--- src/rtl/sinc3_pkg.sv ---
package sinc3_pkg;
  localparam int SCALE_W      = 8;
  localparam int SUM_W        = 35;
  localparam int SCALE_RESET  = 69;
  localparam int SCALE_FLOOR  = 3;
  localparam int RATIO_SHIFT  = 3;   // ratio = scale * 2**RATIO_SHIFT
  localparam int FILT_ORDER   = 3;
  localparam int SETTLE_OUTS  = 3;
endpackage

--- src/rtl/sinc3_ctrl.sv ---
module sinc3_ctrl #(
  parameter int SCALE_W     = sinc3_pkg::SCALE_W,
  parameter int SCALE_RESET = sinc3_pkg::SCALE_RESET,
  parameter int SCALE_FLOOR = sinc3_pkg::SCALE_FLOOR,
  parameter int RATIO_SHIFT = sinc3_pkg::RATIO_SHIFT,
  parameter int SETTLE_OUTS = sinc3_pkg::SETTLE_OUTS
) (
  input  logic               clk,
  input  logic               rst_n,
  input  logic               sample_en,
  input  logic               restart,
  input  logic               scale_wr,
  input  logic [SCALE_W-1:0] scale_wdata,
  output logic               take_sample,
  output logic               dec_tick,
  output logic               settled
);
  localparam int PH_W  = SCALE_W + RATIO_SHIFT;
  localparam int CNT_W = $clog2(SETTLE_OUTS + 1);
  localparam logic [SCALE_W-1:0] FLOOR_V = SCALE_W'(SCALE_FLOOR);
  localparam logic [SCALE_W-1:0] RESET_V = SCALE_W'(SCALE_RESET);
  localparam logic [CNT_W-1:0]   LAST_C  = CNT_W'(SETTLE_OUTS - 1);

  logic [SCALE_W-1:0] pend_q, pend_n, act_q, act_n, wr_val;
  logic [PH_W-1:0]    phase_q, phase_n, phase_last;
  logic [CNT_W-1:0]   cnt_q, cnt_n;
  logic               at_end;

  always_comb begin
    wr_val      = (scale_wdata < FLOOR_V) ? FLOOR_V : scale_wdata;
    phase_last  = {act_q, {RATIO_SHIFT{1'b0}}} - PH_W'(1);
    at_end      = (phase_q == phase_last);
    take_sample = sample_en && !restart;
    dec_tick    = take_sample && at_end;
    settled     = (cnt_q == LAST_C);
  end

  always_comb begin
    pend_n  = scale_wr ? wr_val : pend_q;
    act_n   = act_q;
    phase_n = phase_q;
    cnt_n   = cnt_q;
    if (restart) begin
      act_n   = pend_n;
      phase_n = '0;
      cnt_n   = '0;
    end else if (sample_en) begin
      phase_n = at_end ? '0 : phase_q + PH_W'(1);
      if (at_end && (cnt_q != LAST_C))
        cnt_n = cnt_q + CNT_W'(1);
    end
  end

  always_ff @(posedge clk or negedge rst_n) begin
    if (!rst_n) begin
      pend_q  <= RESET_V;
      act_q   <= RESET_V;
      phase_q <= '0;
      cnt_q   <= '0;
    end else begin
      pend_q  <= pend_n;
      act_q   <= act_n;
      phase_q <= phase_n;
      cnt_q   <= cnt_n;
    end
  end

  // the running scale never drops below the floor
  a_r6_scale_floor: assert property (@(posedge clk) disable iff (!rst_n)
    act_q >= FLOOR_V);
  // the phase counter stays inside the current output period
  a_r2_phase_bound: assert property (@(posedge clk) disable iff (!rst_n)
    phase_q < {act_q, {RATIO_SHIFT{1'b0}}});
  // settling count never exceeds its saturation value
  a_r4_settle_bound: assert property (@(posedge clk) disable iff (!rst_n)
    cnt_q <= LAST_C);
endmodule

--- src/rtl/sinc3_integ.sv ---
module sinc3_integ #(
  parameter int SUM_W = sinc3_pkg::SUM_W,
  parameter int ORDER = sinc3_pkg::FILT_ORDER
) (
  input  logic                    clk,
  input  logic                    rst_n,
  input  logic                    take_sample,
  input  logic                    clear,
  input  logic                    mod_bit,
  output logic signed [SUM_W-1:0] sum_next
);
  logic signed [SUM_W-1:0] chain [0:ORDER];

  // bit 1 -> +1, bit 0 -> -1
  assign chain[0] = mod_bit ? SUM_W'(1) : {SUM_W{1'b1}};

  for (genvar g = 0; g < ORDER; g++) begin : g_stage
    logic signed [SUM_W-1:0] acc_q, acc_n;
    assign chain[g+1] = acc_q + chain[g];

    always_comb begin
      acc_n = acc_q;
      if (clear)            acc_n = '0;
      else if (take_sample) acc_n = chain[g+1];
    end

    always_ff @(posedge clk or negedge rst_n) begin
      if (!rst_n) acc_q <= '0;
      else        acc_q <= acc_n;
    end
  end

  assign sum_next = chain[ORDER];
endmodule

--- src/rtl/sinc3_comb.sv ---
module sinc3_comb #(
  parameter int SUM_W = sinc3_pkg::SUM_W,
  parameter int ORDER = sinc3_pkg::FILT_ORDER
) (
  input  logic                    clk,
  input  logic                    rst_n,
  input  logic                    dec_tick,
  input  logic                    clear,
  input  logic signed [SUM_W-1:0] sum_in,
  output logic signed [SUM_W-1:0] diff_out
);
  logic signed [SUM_W-1:0] chain [0:ORDER];
  assign chain[0] = sum_in;

  for (genvar g = 0; g < ORDER; g++) begin : g_stage
    logic signed [SUM_W-1:0] dly_q, dly_n;
    assign chain[g+1] = chain[g] - dly_q;

    always_comb begin
      dly_n = dly_q;
      if (clear)         dly_n = '0;
      else if (dec_tick) dly_n = chain[g];
    end

    always_ff @(posedge clk or negedge rst_n) begin
      if (!rst_n) dly_q <= '0;
      else        dly_q <= dly_n;
    end
  end

  assign diff_out = chain[ORDER];
endmodule

--- src/rtl/sinc3_decimator.sv ---
module sinc3_decimator #(
  parameter int SCALE_W     = sinc3_pkg::SCALE_W,
  parameter int SUM_W       = sinc3_pkg::SUM_W,
  parameter int SCALE_RESET = sinc3_pkg::SCALE_RESET,
  parameter int SCALE_FLOOR = sinc3_pkg::SCALE_FLOOR,
  parameter int RATIO_SHIFT = sinc3_pkg::RATIO_SHIFT,
  parameter int ORDER       = sinc3_pkg::FILT_ORDER,
  parameter int SETTLE_OUTS = sinc3_pkg::SETTLE_OUTS
) (
  input  logic               clk,
  input  logic               rst_n,
  input  logic               sample_en,
  input  logic               mod_bit,
  input  logic [SCALE_W-1:0] scale_wdata,
  input  logic               scale_wr,
  input  logic               restart,
  output logic [SUM_W-1:0]   result,
  output logic               result_vld
);
  logic take_sample, dec_tick, settled;
  logic signed [SUM_W-1:0] sum_next, diff;
  logic [SUM_W-1:0] res_q, res_n;
  logic             vld_q, vld_n;

  sinc3_ctrl #(
    .SCALE_W(SCALE_W), .SCALE_RESET(SCALE_RESET), .SCALE_FLOOR(SCALE_FLOOR),
    .RATIO_SHIFT(RATIO_SHIFT), .SETTLE_OUTS(SETTLE_OUTS)
  ) u_ctrl (
    .clk(clk), .rst_n(rst_n), .sample_en(sample_en), .restart(restart),
    .scale_wr(scale_wr), .scale_wdata(scale_wdata),
    .take_sample(take_sample), .dec_tick(dec_tick), .settled(settled)
  );

  sinc3_integ #(.SUM_W(SUM_W), .ORDER(ORDER)) u_integ (
    .clk(clk), .rst_n(rst_n), .take_sample(take_sample), .clear(restart),
    .mod_bit(mod_bit), .sum_next(sum_next)
  );

  sinc3_comb #(.SUM_W(SUM_W), .ORDER(ORDER)) u_comb (
    .clk(clk), .rst_n(rst_n), .dec_tick(dec_tick), .clear(restart),
    .sum_in(sum_next), .diff_out(diff)
  );

  always_comb begin
    res_n = res_q;
    vld_n = 1'b0;
    if (dec_tick && settled) begin
      res_n = diff;
      vld_n = 1'b1;
    end
  end

  always_ff @(posedge clk or negedge rst_n) begin
    if (!rst_n) begin
      res_q <= '0;
      vld_q <= 1'b0;
    end else begin
      res_q <= res_n;
      vld_q <= vld_n;
    end
  end

  assign result     = res_q;
  assign result_vld = vld_q;

  // strobe lasts exactly one cycle
  a_r9_single_pulse: assert property (@(posedge clk) disable iff (!rst_n)
    result_vld |=> !result_vld);
  // result only moves together with the strobe
  a_r9_result_hold: assert property (@(posedge clk) disable iff (!rst_n)
    !result_vld |-> $stable(result));
  // nothing is reported right after a restart
  a_r8_restart_quiet: assert property (@(posedge clk) disable iff (!rst_n)
    restart |=> !result_vld);
  // a strobe always follows an enabled sample
  a_r1_vld_after_sample: assert property (@(posedge clk) disable iff (!rst_n)
    result_vld |-> $past(sample_en));
endmodule

--- config.mk ---
export PLATFORM = sky130hd
export DESIGN_NAME = sinc3_decimator
export DESIGN_NICKNAME = d
export VERILOG_FILES = /design/src/rtl/sinc3_pkg.sv /design/src/rtl/sinc3_ctrl.sv /design/src/rtl/sinc3_integ.sv /design/src/rtl/sinc3_comb.sv /design/src/rtl/sinc3_decimator.sv
export SDC_FILE = /design/constraint.sdc
export NUM_CORES = 1
export LEC_CHECK = 0
export BUFFER_PORTS_ARGS = -buffer_cell sky130_fd_sc_hd__clkbuf_2
export CAP_MARGIN = 15
export CORE_ASPECT_RATIO = 0.75
export CORE_MARGIN = 4
export CORE_UTILIZATION = 58
export DETAILED_ROUTE_END_ITERATION = 8
export PLACE_DENSITY = 0.8
export SYNTH_ARGS = -nofsm -noshare
export SYNTH_HDL_FRONTEND = slang
export SYNTH_SLANG_ARGS = --single-unit
--- constraint.sdc ---
create_clock -name clk -period 9.4 [get_ports clk]
set_input_delay 0.94 -clock clk [delete_from_list [all_inputs] [get_ports clk]]
set_output_delay 0.94 -clock clk [all_outputs]
set_load 0.1 [all_outputs]
==> flow_metrics.env <==
export IMPL_setup_viol=14
export IMPL_numCtsBuffers=30
export IMPL_area_delta_synth_final_pct=33.01
export IMPL_via_per_inst=5.968
export IMPL_routabilityCongestion=0.9301
export IMPL_drv_slew=0
export IMPL_routed_wirelength_microns=62850
export IMPL_die_area_sq_um=39560
export IMPL_drc_errors=0
export IMPL_yosysSeqAreaShare_pct=32.62
export IMPL_antenna_found_initial=0
export IMPL_dr_pass1_iters=5
export IMPL_worst_slack_ns=-1.190
export IMPL_hold_class="in2async"
export IMPL_antenna_cells=0
export IMPL_hold_viol=0
export IMPL_syn_nets=2732
export IMPL_rsz0062_at_grt="yes"
export IMPL_vias=21020
export IMPL_clock_sinks=275
export IMPL_synth_edff_count=0
export IMPL_violations="setup timing"
export IMPL_placementRows=60
export IMPL_first_global_vias=20350
export IMPL_grt_start_max_net_pins=165
export IMPL_wl_per_cell_microns=17.85
export IMPL_yosys_warnings=0
export IMPL_syn_area_sq_um=21120
export IMPL_die_x_microns=228.3
export IMPL_start_kind="primary input"
export IMPL_slowest_delay_ns=0.34
export IMPL_tightestPinTransition_ns=1.065
export IMPL_hold_ws_ns=0.4093
export IMPL_relSlewSlack_pct=28.91
export IMPL_fin_cells=3522
export IMPL_synthDistinctLibCells=78
export IMPL_dp_cells=3405
export IMPL_drive_gt1_share_pct=28.36
export IMPL_worstPathArrival_ns=11.09
export IMPL_setup_worst_path_end_class="flop"
export IMPL_start_util_pct=58.85
export IMPL_crit_top_cell="a21o_1"
export IMPL_synth_cells=2502
export IMPL_core_area_sq_um=35880
export IMPL_dp_hpwl_microns=39290
export IMPL_clkLatencyLatePin_ns=0.58
export IMPL_ys_async_sr_fraction_pct=100.0
export IMPL_finalCritPeriodShare_pct=112.7
export IMPL_worstPathMaxFanout=5
export IMPL_status="finished, violations left"
export IMPL_layout_min_cycle_time_ns=10.59
export IMPL_drv_cap=0
export IMPL_grt_overflow=0
export IMPL_cts_root_buffer="clkbuf_16"
export IMPL_num_io_pins=50
export IMPL_yosysTopAreaCell="dfrtp_1"
export IMPL_finalNetCount=3267
export IMPL_ctsHtreeMaxLevel=1
export IMPL_synth_main_ff_cell="dfrtp_1"
export IMPL_fin_skew_ns=0.01984
export IMPL_synth_top_cell_area_share_pct=31.88
export IMPL_fmaxAchievable_ghz=0.09443
export IMPL_io_buffers=49
export IMPL_cts_max_path_buffers=3
export IMPL_cts_tree="built"
export IMPL_grt_first_pass_wirelength_microns=95250
export IMPL_crit_slowest_cell="a311o_1"
export IMPL_track_usage_pct=27.74
export IMPL_final_core_util_pct=78.27
export IMPL_die_h_microns=173.3
export IMPL_worstSetupPathType="in2reg"
export IMPL_ant_nets=0
export IMPL_synth_area_per_cell_sq_um=8.440
export IMPL_holdBufCountCts=0
export IMPL_first_iter_violations=1900
export IMPL_netlist_top_cells_area="dfrtp_1, ha_1, a21oi_1"
export IMPL_post_synth_top_count_cell="nand2_1"
export IMPL_required_ns=9.90
export IMPL_synth_common_cells="nand2_1, dfrtp_1, nor2_1"
export IMPL_ys_seq_elements=275
export IMPL_clk_pin_slew_worst_paths_ns=0.07
## final cells by class
class	count	area, sq um
Sequential cell	275	6889
Multi-Input combinational cell	1979	14530
Clock buffer	40	849.6
Fill cell	2190	7796
Tap cell	465	581.8
Timing Repair Buffer	586	4378
Clock inverter	12	241.5
Inverter	165	623.1
## worst paths after layout
check	endpoint	slack [ns]	depth (start not counted)	start
max in group asynchronous	u_comb.g_stage[0].dly_q[2]	7.47	2	rst_n
min in group clk	result[7]	0.48	2	result[7]
worst max register to register	result[34]	-0.96	51	u_integ.g_stage[0].acc_q[1]
worst max-delay path	result[34]	-1.19	53	mod_bit
worst min-delay path	result[34]	0.41	1	rst_n
worst min register to register	result[7]	0.48	2	result[7]
## per-layer routing
layer	GRT usage, %	vias to the layer above	share of wire, %
li1	-	9806	-
met1	36.58	10180	41
met2	48.18	807	49
met3	3.991	226	5.6
met4	7.394	0	3.5
met5	0	-	0
## critical path, delay by kind of cell
kind / cells / cell delay, ns
adder cells (fa/ha/maj): 6 / 1.80
AND/OR/NAND/NOR: 3 / 0.48
XOR/XNOR: 7 / 1.27
AO/OA/AOI/OAI: 30 / 5.59
buffers and inverters: 7 / 0.98
## stage by stage
| stage | TNS [ns] | instance area (sq um) | setup WS, ns |
|---|---|---|---|
| 6_report | -7.373 | 28090 | -1.190 |
| 5_1_grt | -13.46 | 28090 | -1.476 |
| 4_1_cts | -2.373 | 27140 | -0.5732 |
| 3_5_place_dp | -20.80 | 25400 | -1.732 |
| 3_3_place_gp | -9.796 | 25400 | -1.119 |
| 2_1_floorplan | -5.205 | 21300 | -0.8836 |
## timing repair
item                                    CTS  global route
endpoints found under the setup margin   15            21
pin swaps                                89            89
cloned                                    0             0
buffers inserted                         37            26
gates resized for setup                  82           140
## sequential cells by signal, indices dropped and copies added, names as in the netlist
name                   cells
u_ctrl.act_q               8
u_ctrl.cnt_q               2
u_integ.g_stage.acc_q    105
u_ctrl.phase_q            11
result_vld                 1
result                    35
u_comb.g_stage.dly_q     105
u_ctrl.pend_q              8
## cell usage in the layout, fill, tap and decap left out, types with 16 or more instances in the layout
| master | instances |
|---|---|
| nand2_1 | 282 |
| ha_1 | 192 |
| nand4_1 | 20 |
| clkbuf_2 | 45 |
| nor2b_1 | 18 |
| a21oi_2 | 43 |
| a21o_1 | 111 |
| buf_4 | 526 |
| nand3_1 | 33 |
| xor2_1 | 65 |
| a21oi_1 | 194 |
| nand2b_1 | 37 |
| o21ai_0 | 106 |
| o21bai_1 | 20 |
| nor2_1 | 232 |
| o21ai_1 | 35 |
| xnor2_1 | 100 |
| o21a_1 | 28 |
| dfrtp_1 | 269 |
| clkbuf_16 | 32 |
| nor3_1 | 27 |
| inv_1 | 163 |
| a211oi_1 | 23 |
| xnor2_2 | 24 |
| mux2i_1 | 84 |
| o21ai_2 | 17 |
| nor2_2 | 16 |
## cell families (layout without fill, tap and decap cells)
family	after synthesis	in the layout	synth area share [%]
DFF	275	275	32.62
AOI/OAI and AO/OA	712	712	21.16
buffers and inverters	248	803	4.414
and+or+nand+nor	759	759	15.91
muxes	90	90	4.301
adders and majority gates	216	216	13.01
xor gates and xnor gates	202	202	8.579
Power is left out: the tool's default activity adds up to more than one toggle a clock period on the data nets, which glitch-free logic cannot reach.
